**src/rtl/tw_pkg.sv**
```systemverilog
package tw_pkg;
  typedef enum logic [2:0] {
    S_IDLE, S_LEAD, S_LOW, S_HIGH, S_TAIL, S_GAP
  } tw_state_e;

  localparam int ADDR_W = 5;
  localparam logic [ADDR_W-1:0] BURST_ADDR = 5'd31;

  function automatic logic [7:0] tw_cmd(input logic ram, input logic [ADDR_W-1:0] addr,
                                        input logic rd);
    return {1'b1, ram, addr, rd};
  endfunction
endpackage

```
**src/rtl/tw_tick.sv**
```systemverilog
module tw_tick #(
  parameter int HALF = 4
) (
  input  logic clk,
  input  logic rst,
  input  logic clr,
  output logic tick
);
  localparam int CW = (HALF > 1) ? $clog2(HALF) : 1;
  localparam logic [CW-1:0] LAST = CW'(HALF - 1);

  logic [CW-1:0] cnt;

  always_ff @(posedge clk) begin
    if (rst || clr)      cnt <= '0;
    else if (cnt == LAST) cnt <= '0;
    else                 cnt <= cnt + 1'b1;
  end

  assign tick = (cnt == LAST) && !clr;
endmodule

```
**src/rtl/tw_shift.sv**
```systemverilog
module tw_shift #(
  parameter int W = 8
) (
  input  logic         clk,
  input  logic         rst,
  input  logic         load,
  input  logic [W-1:0] load_val,
  input  logic         shift_out,
  input  logic         shift_in,
  input  logic         din,
  output logic [W-1:0] q
);
  always_ff @(posedge clk) begin
    if (rst)            q <= '0;
    else if (load)      q <= load_val;
    else if (shift_in)  q <= {din, q[W-1:1]};
    else if (shift_out) q <= {1'b0, q[W-1:1]};
  end
endmodule

```
**src/rtl/tw_host.sv**
```systemverilog
module tw_host
  import tw_pkg::*;
#(
  parameter int DIV_HALF = 4,
  parameter int LEN_W    = 6
) (
  input  logic             clk,
  input  logic             rst,
  input  logic             req_valid,
  input  logic             req_ram,
  input  logic [4:0]       req_addr,
  input  logic             req_read,
  input  logic [7:0]       req_wdata,
  input  logic [LEN_W-1:0] req_len,
  output logic             busy,
  output logic             done,
  output logic             rd_valid,
  output logic [7:0]       rd_data,
  output logic             wr_take,
  output logic             sio_rst,
  output logic             sio_sclk,
  output logic             sio_dout,
  output logic             sio_oe,
  input  logic             sio_din
);
  localparam logic [LEN_W-1:0] ONE = LEN_W'(1);

  tw_state_e        st;
  logic [2:0]       bitc;
  logic [LEN_W-1:0] left;
  logic             in_cmd, rd_op, gapc;
  logic             tick, accept;
  logic             sh_load, sh_out, sh_in, last_bit;
  logic [7:0]       sh_val, sh_q;

  assign accept   = (st == S_IDLE) && req_valid;
  assign last_bit = (bitc == 3'd7);

  tw_tick #(.HALF(DIV_HALF)) u_tick (
    .clk(clk), .rst(rst), .clr(accept), .tick(tick)
  );

  // shifter control: command/write bits move at falls, read bits enter at rises
  always_comb begin
    sh_load = accept ||
              ((st == S_HIGH) && tick && last_bit && !rd_op && (in_cmd || left != ONE));
    sh_val  = accept ? tw_cmd(req_ram, req_addr, req_read) : req_wdata;
    sh_out  = (st == S_HIGH) && tick && !last_bit && (in_cmd || !rd_op);
    sh_in   = (st == S_LOW) && tick && !in_cmd && rd_op;
  end

  tw_shift #(.W(8)) u_shift (
    .clk(clk), .rst(rst), .load(sh_load), .load_val(sh_val),
    .shift_out(sh_out), .shift_in(sh_in), .din(sio_din), .q(sh_q)
  );

  always_ff @(posedge clk) begin
    if (rst) begin
      st       <= S_IDLE;
      bitc     <= '0;
      left     <= '0;
      in_cmd   <= 1'b0;
      rd_op    <= 1'b0;
      gapc     <= 1'b0;
      sio_rst  <= 1'b0;
      sio_sclk <= 1'b0;
      sio_oe   <= 1'b0;
      done     <= 1'b0;
      rd_valid <= 1'b0;
      rd_data  <= '0;
      wr_take  <= 1'b0;
    end else begin
      done     <= 1'b0;
      rd_valid <= 1'b0;
      wr_take  <= (st == S_HIGH) && sh_load;
      unique case (st)
        S_IDLE: if (req_valid) begin
          st      <= S_LEAD;
          sio_rst <= 1'b1;
          sio_oe  <= 1'b1;
          bitc    <= '0;
          in_cmd  <= 1'b1;
          rd_op   <= req_read;
          if (req_addr == BURST_ADDR && req_len != '0) left <= req_len;
          else                                         left <= ONE;
        end
        S_LEAD, S_LOW: if (tick) begin
          sio_sclk <= 1'b1;
          st       <= S_HIGH;
        end
        S_HIGH: if (tick) begin
          sio_sclk <= 1'b0;
          st       <= S_LOW;
          if (!last_bit) begin
            bitc <= bitc + 1'b1;
          end else begin
            bitc <= '0;
            if (in_cmd) begin
              in_cmd <= 1'b0;
              if (rd_op) sio_oe <= 1'b0;
            end else begin
              if (rd_op) begin
                rd_valid <= 1'b1;
                rd_data  <= sh_q;
              end
              if (left == ONE) st <= S_TAIL;
              else             left <= left - 1'b1;
            end
          end
        end
        S_TAIL: if (tick) begin
          sio_rst <= 1'b0;
          sio_oe  <= 1'b0;
          done    <= 1'b1;
          gapc    <= 1'b0;
          st      <= S_GAP;
        end
        S_GAP: if (tick) begin
          if (gapc) st <= S_IDLE;
          else      gapc <= 1'b1;
        end
        default: st <= S_IDLE;
      endcase
    end
  end

  assign busy     = (st != S_IDLE);
  assign sio_dout = sh_q[0];
endmodule

```
**config.mk**
```make
export PLATFORM = sky130hd
export DESIGN_NAME = tw_host
export DESIGN_NICKNAME = d
export VERILOG_FILES = /design/src/rtl/tw_pkg.sv /design/src/rtl/tw_tick.sv /design/src/rtl/tw_shift.sv /design/src/rtl/tw_host.sv
export SDC_FILE = /design/constraint.sdc
export NUM_CORES = 1
export LEC_CHECK = 0
export ABC_AREA = 1
export BUFFER_PORTS_ARGS = -buffer_cell sky130_fd_sc_hd__buf_2
export CORE_MARGIN = 2
export CORE_UTILIZATION = 55
export DETAILED_ROUTE_END_ITERATION = 10
export GPL_TIMING_DRIVEN = 0
export HOLD_SLACK_MARGIN = 0.05
export PLACE_DENSITY = 0.79
export SLEW_MARGIN = 15
export SYNTH_ARGS = -nofsm -noshare
export SYNTH_HDL_FRONTEND = slang
export SYNTH_HIERARCHICAL = 1
export SYNTH_SLANG_ARGS = --single-unit
```
**constraint.sdc**
```tcl
create_clock -name clk -period 3.5 [get_ports clk]
set_clock_uncertainty 0.15 [all_clocks]
set_input_delay 0.35 -clock clk [delete_from_list [all_inputs] [get_ports clk]]
set_output_delay 0.35 -clock clk [all_outputs]
set_load 0.005 [all_outputs]
```
==> reports/qor.yml, run 1 <==
ys_types: 28
cts_resized: 0
fin_crit_sh: 0.695
synthCells: 332
syn_area_sq_um: 2160
end_kind: "flip-flop"
cts_buffer_depth: 2
core_sq_um: 3720
grt_pass1_vias: 1933
synth-simple-area-share: 0.425
wl_microns: 4760
path_max_fanout: 10
ys_warn_count: 6
final_hold_viol_count: 0
route.detailed.drc: 0
syn_nets: 362
r2r_slack_ns: 1.07
setup_viol: 0
synth_fa_ha_area_frac: 0.0290
tns_ns: 0
start_util: 0.581
fin_cells: 428
ys_seq_elements: 39
cts_tree: "done"
synth_xor_area_frac: 0
grt_overflow: 0
status: "completed"
cp.arrival_ns: 2.45
wl_per_cell_microns: 11.1
regArea_sq_um: 781
syn2layout_area_growth_pct: 17.5
htreeDepth: 2
synth.area.mux_share: 0
tightest_slew_ns: 0.686
avgSynthCellArea_sq_um: 6.50
grt_pass1_wl_microns: 8230
pre_cts_ws_ns: 1.13
report.power.total_mw: 1.78
drive_gt1_frac: 0.234
power_leakage_nw: 1.28
cts_hold_buf: 0
layout_common_cells: "100 x nand2_1, 53 x nor2_1, 42 x buf_2"
die_h_microns: 66.6
antenna_found_initial: 0
die_w_microns: 66.6
n_antenna_cell: 0
vias: 2151
hpwl_microns: 3630
setup_slack_ns: 1.07
dieArea_sq_um: 4440
relSlewSlack: 0.539
clockRootBuffer: "clkbuf_8"
cts_sinks: 39
multi_input_area_sq_um: 1210
final_common_cell: "nand2_1"
ys_seq_area_frac: 0.362
detail-route-antenna-nets: 0
p_per_area_nw_per_um2: 702
synth_top_family_by_area: "simple AND/OR/NAND/NOR gates"
clkTransAtPathRegs_ns: 0.07
rsz0062_at_grt: "no"
gp_congestion: 0.863
first_pass_iters: 4
core.rowCount: 22
cts_made_buffers: 5
final_util: 0.682
track_usage: 0.242
num_io_pins: 41
ir_drop_v: 0.000443
clk_latency_ns: 0.29
synth_compound_area_frac: 0.105
finalMaxSlewViolations: 0
criticalPathCategory: "reg2reg"
viasPerCell: 5.03
dr.first_iter.drc_count: 109
grt_max_degree: 13
drv_cap: 0
dp_cells: 420
nNetsFinal: 409
cts_setup_buffers: 0
hold_class: "in2reg"
worst_setup_path_start_kind: "flip-flop"
portBuffers: 40
cp.required_ns: 3.52
clock.fmax_mhz: 411
final.min_clock_period_ns: 2.43
fill_cells: 351
==> routing by layer <==
layer	vias up	GRT usage	share of wire
li1	1134	-	-
met1	961	0.312	0.49
met2	51	0.399	0.45
met3	5	0.0456	0.048
met4	0	0.0893	0.016
met5	-	0	0
==> critical path, stage by stage, from the launching register on <==
cell	delay, ns
dfxtp_1	0.39
nor2_2	0.25
nand2_2	0.14
nor2_4	0.22
nor2_1	0.11
inv_1	0.21
nor3_1	0.08
nand2_1	0.10
nand2_1	0.07
buf_6	0.15
nor2_8	0.18
nand2_4	0.10
nand2_1	0.09
a21oi_1	0.06
==> flip-flops by register name (all words and copies together) (netlist names), 2 cells and up <==
name        count
u_shift/q       8
st              3
bitc            3
u_tick/cnt      2
left            6
rd_data         8
==> layout make-up <==
type,count,share of cell area
Clock buffer,6,0.0326
Clock inverter,2,0.0138
Inverter,33,0.0488
Timing Repair Buffer,40,0.0789
Buffer,7,0.0187
Tap cell,48,0.0237
Multi-Input combinational cell,253,0.476
Sequential cell,39,0.308
==> through the flow <==
stage	instance area, sq um	hold WS [ns]
5_1_grt	2540	0.164
3_3_place_gp	2420	0.259
4_1_cts	2540	0.141
6_report	2540	0.144
3_5_place_dp	2420	0.262
2_1_floorplan	2160	0.247
==> worst paths after layout <==
kind / startpoint / endpoint / depth (start not counted)
hold reg to reg: u_tick/cnt[0] / u_tick/cnt[0] / 1
hold / removal: rst / sio_rst / 2
setup / recovery: st[0] / u_shift/q[2] / 13
setup reg to reg: st[0] / u_shift/q[2] / 13
==> cell families after synthesis <==
group	after synthesis
AOI/OAI and AO/OA	42
buffers and inverters	40
adders and majority gates	5
DFF	39
and+or+nand+nor	206
==> synth_stat cells <==
library cell  instances  share of area
nor2_4                2          0.010
or2_2                 1         0.0029
a21oi_1              15          0.035
a21oi_2               3          0.012
dfxtp_1              39           0.36
nor2_8                1         0.0093
nand2_1             100           0.17
o21ai_1              10          0.023
ha_1                  5          0.029
clkbuf_1              1         0.0017
a211oi_1              1         0.0035
nand3_2               1         0.0046
nor3_4                1         0.0075
nor2_1               53          0.092
inv_2                 6          0.010
nor3_1                2         0.0046
o21ai_0              12          0.028
nand3_1              23          0.053
o21bai_1              1         0.0035
inv_1                27          0.047
buf_2                 2         0.0046
buf_1                 1         0.0017
nand2_2              10          0.029
buf_4                 1         0.0035
buf_6                 2          0.010
nor2_2               10          0.029
nand2_4               1         0.0052
nand4_1               1         0.0029
==> power breakdown <==
part           total [mW]  internal (mW)  leakage (nW)  switching, mW
combinational       0.803          0.293         0.904          0.510
sequential          0.591          0.522         0.318         0.0688
clock               0.387          0.231        0.0612          0.156
No activity file was read; power rests on OpenSTA's default activity.
==> run 2: changes to the inputs <==
clock period = 2.4 ns   (was 3.5 ns; I/O delays follow)
==> reports/qor.yml, run 2 (same netlist as run 1, synthesis figures left out) <==
drive_gt1_frac: 0.247  # +0.0125
detail-route-antenna-nets: 0  # unchanged
final_area_sq_um: 2560  # +0.94%
grt_busiest_layer: "met2"
relSlewSlack: 0.668  # +0.128
power_leakage_nw: 1.29  # +0.57%
antenna_found_initial: 0  # unchanged
die_h_microns: 66.6  # unchanged
tns_ns: 0  # unchanged
final_common_cell: "nand2_1"
criticalPathCategory: "reg2reg"
route.detailed.drc: 0  # unchanged
track_usage: 0.242  # +0.000711
portBuffers: 40  # unchanged
tightest_slew_ns: 0.499  # -0.187 ns
multi_input_area_sq_um: 1220  # +0.83%
dr.first_iter.drc_count: 101  # -7.3%
internal-power_mw: 1.54  # +47%
gr-usage-met3: 0.0456  # unchanged
grt_util_met2: 0.403  # +0.00375
regArea_sq_um: 785  # +0.48%
final_util: 0.689  # +0.00640
grt_max_degree: 13  # unchanged
layout_common_cells: "100 x nand2_1, 53 x nor2_1, 42 x buf_2"
cts_buffer_depth: 2  # unchanged
final_hold_viol_count: 0  # unchanged
viasPerCell: 5.02  # about the same
placed_cell_area_sq_um: 2420  # unchanged
seqPwrFrac: 0.333  # about the same
core_sq_um: 3720  # unchanged
clkTransAtPathRegs_ns: 0.07  # about the same
core.rowCount: 22  # unchanged
cts_sinks: 39  # unchanged
n_antenna_cell: 0  # unchanged
cts_made_buffers: 5  # unchanged
rsz0062_at_grt: "no"
setup_viol: 0  # unchanged
vias: 2155  # +0.19%
nNetsFinal: 410  # +0.24%
gp_congestion: 0.863  # unchanged
final.min_clock_period_ns: 2.24  # -0.189 ns
path_max_fanout: 10  # unchanged
hpwl_microns: 3630  # unchanged
grt_pass1_wl_microns: 8270  # +0.43%
ir_drop_v: 0.000655  # +48%
num_io_pins: 41  # unchanged
status: "completed"
hold_slack_ns: 0.0664  # -0.0774 ns
comb_power_share: 0.452  # about the same
cp.required_ns: 2.42  # -1.10 ns
htreeDepth: 2  # unchanged
clockPowerShare: 0.215  # -0.002
power_switching_mw: 1.08  # +48%
wl_microns: 4800  # +0.82%
grt_overflow: 0  # unchanged
met1_usage: 0.311  # -0.00105
top_regs: "rd_data (8), u_shift/q (8), left (6)"
worst_setup_path_start_kind: "flip-flop"
clockRootBuffer: "clkbuf_8"
hold_class: "in2reg"
end_kind: "flip-flop"
cts_tree: "done"
switching_share: 0.414  # +0.00128
syn2layout_area_growth_pct: 18.6
die_w_microns: 66.6  # unchanged
p_per_area_nw_per_um2: 1020  # +46%
finalMaxSlewViolations: 0  # unchanged
start_util: 0.581  # unchanged
cp.arrival_ns: 2.26  # -0.19 ns
fill_cells: 350  # -0.28%
wl_per_cell_microns: 11.2  # +0.58%
fin_crit_sh: 0.935  # +0.240
first_pass_iters: 4  # unchanged
clk_latency_ns: 0.29  # about the same
dieArea_sq_um: 4440  # unchanged
clock.fmax_mhz: 446  # +8.4%
grt_pass1_vias: 1949  # +0.83%
drv_cap: 0  # unchanged
## run 2: cell types whose count changed in the layout (fill, tap and decap cells not counted)
cell	previous run	this run
nor2_4	2	3
nor3_2	0	1
dlygate4sd3_1	0	1
dfxtp_2	0	3
inv_1	27	26
inv_2	6	7
dfxtp_1	39	36
nor2_2	10	9
nor3_1	2	1
## run 2: worst max-delay path, stage by stage (launching register included)
cell and delay (ns):
dfxtp_2 0.38, nor2_4 0.18, nand2_2 0.12, nor2_4 0.22, nor2_1 0.12, inv_2 0.14
nor3_1 0.07, nand2_1 0.09, nand2_1 0.07, buf_6 0.15, nor2_8 0.18, nand2_4 0.10
nand2_1 0.09, a21oi_1 0.06
## run 2: path summary, 6_finish.rpt
kind	start	end	slack [ns]	cells after the start
worst min register to register	u_tick/cnt[0]	u_tick/cnt[0]	0.27	1
worst min-delay path	req_read	rd_op	0.07	3
worst max register to register	st[0]	u_shift/q[2]	0.16	13
worst max-delay path	st[0]	u_shift/q[2]	0.16	13
## run 2: layout make-up
| type | instances | share of cell area |
|---|---|---|
| Timing Repair Buffer | 41 | 0.0821 |
| Buffer | 7 | 0.0186 |
| Clock inverter | 2 | 0.0137 |
| Tap cell | 48 | 0.0235 |
| Sequential cell | 39 | 0.306 |
| Inverter | 33 | 0.0484 |
| Multi-Input combinational cell | 253 | 0.475 |
| Clock buffer | 6 | 0.0323 |
## run 2: through the flow
stage | total power [mW] | std cells | setup slack, ns
after detailed placement | 2.04 | 420 | 0.0257
after global routing | 2.84 | 429 | 0.00640
final | 2.62 | 429 | 0.157
after global placement | 2.01 | 420 | 0.0401
after CTS | 2.60 | 429 | 0.00581
after floorplan | 1.80 | 332 | 0.333
## run 2: power groups by stage
stage	clock (mW)	combinational, mW	sequential [mW]
after floorplan	0	0.945	0.854
after global placement	0	1.14	0.871
after detailed placement	0	1.17	0.875
after CTS	0.570	1.17	0.860
after global routing	0.595	1.36	0.885
final	0.564	1.18	0.873
## run 2: timing repair
| action | 4_1_cts | 5_1_grt |
|---|---|---|
| setup buffers | 0 | 0 |
| resized for setup | 0 | 6 |
| hold buffers | 1 | 0 |
| hold endpoints to repair | 2 | 0 |
| endpoints found under the setup margin | 0 | 13 |
## run 2: routing by layer
metal / vias up / part of all wire
met2: 61 / 0.44
li1: 1137 / -
met1: 952 / 0.49
met3: 5 / 0.053
met5: - / 0
met4: 0 / 0.016
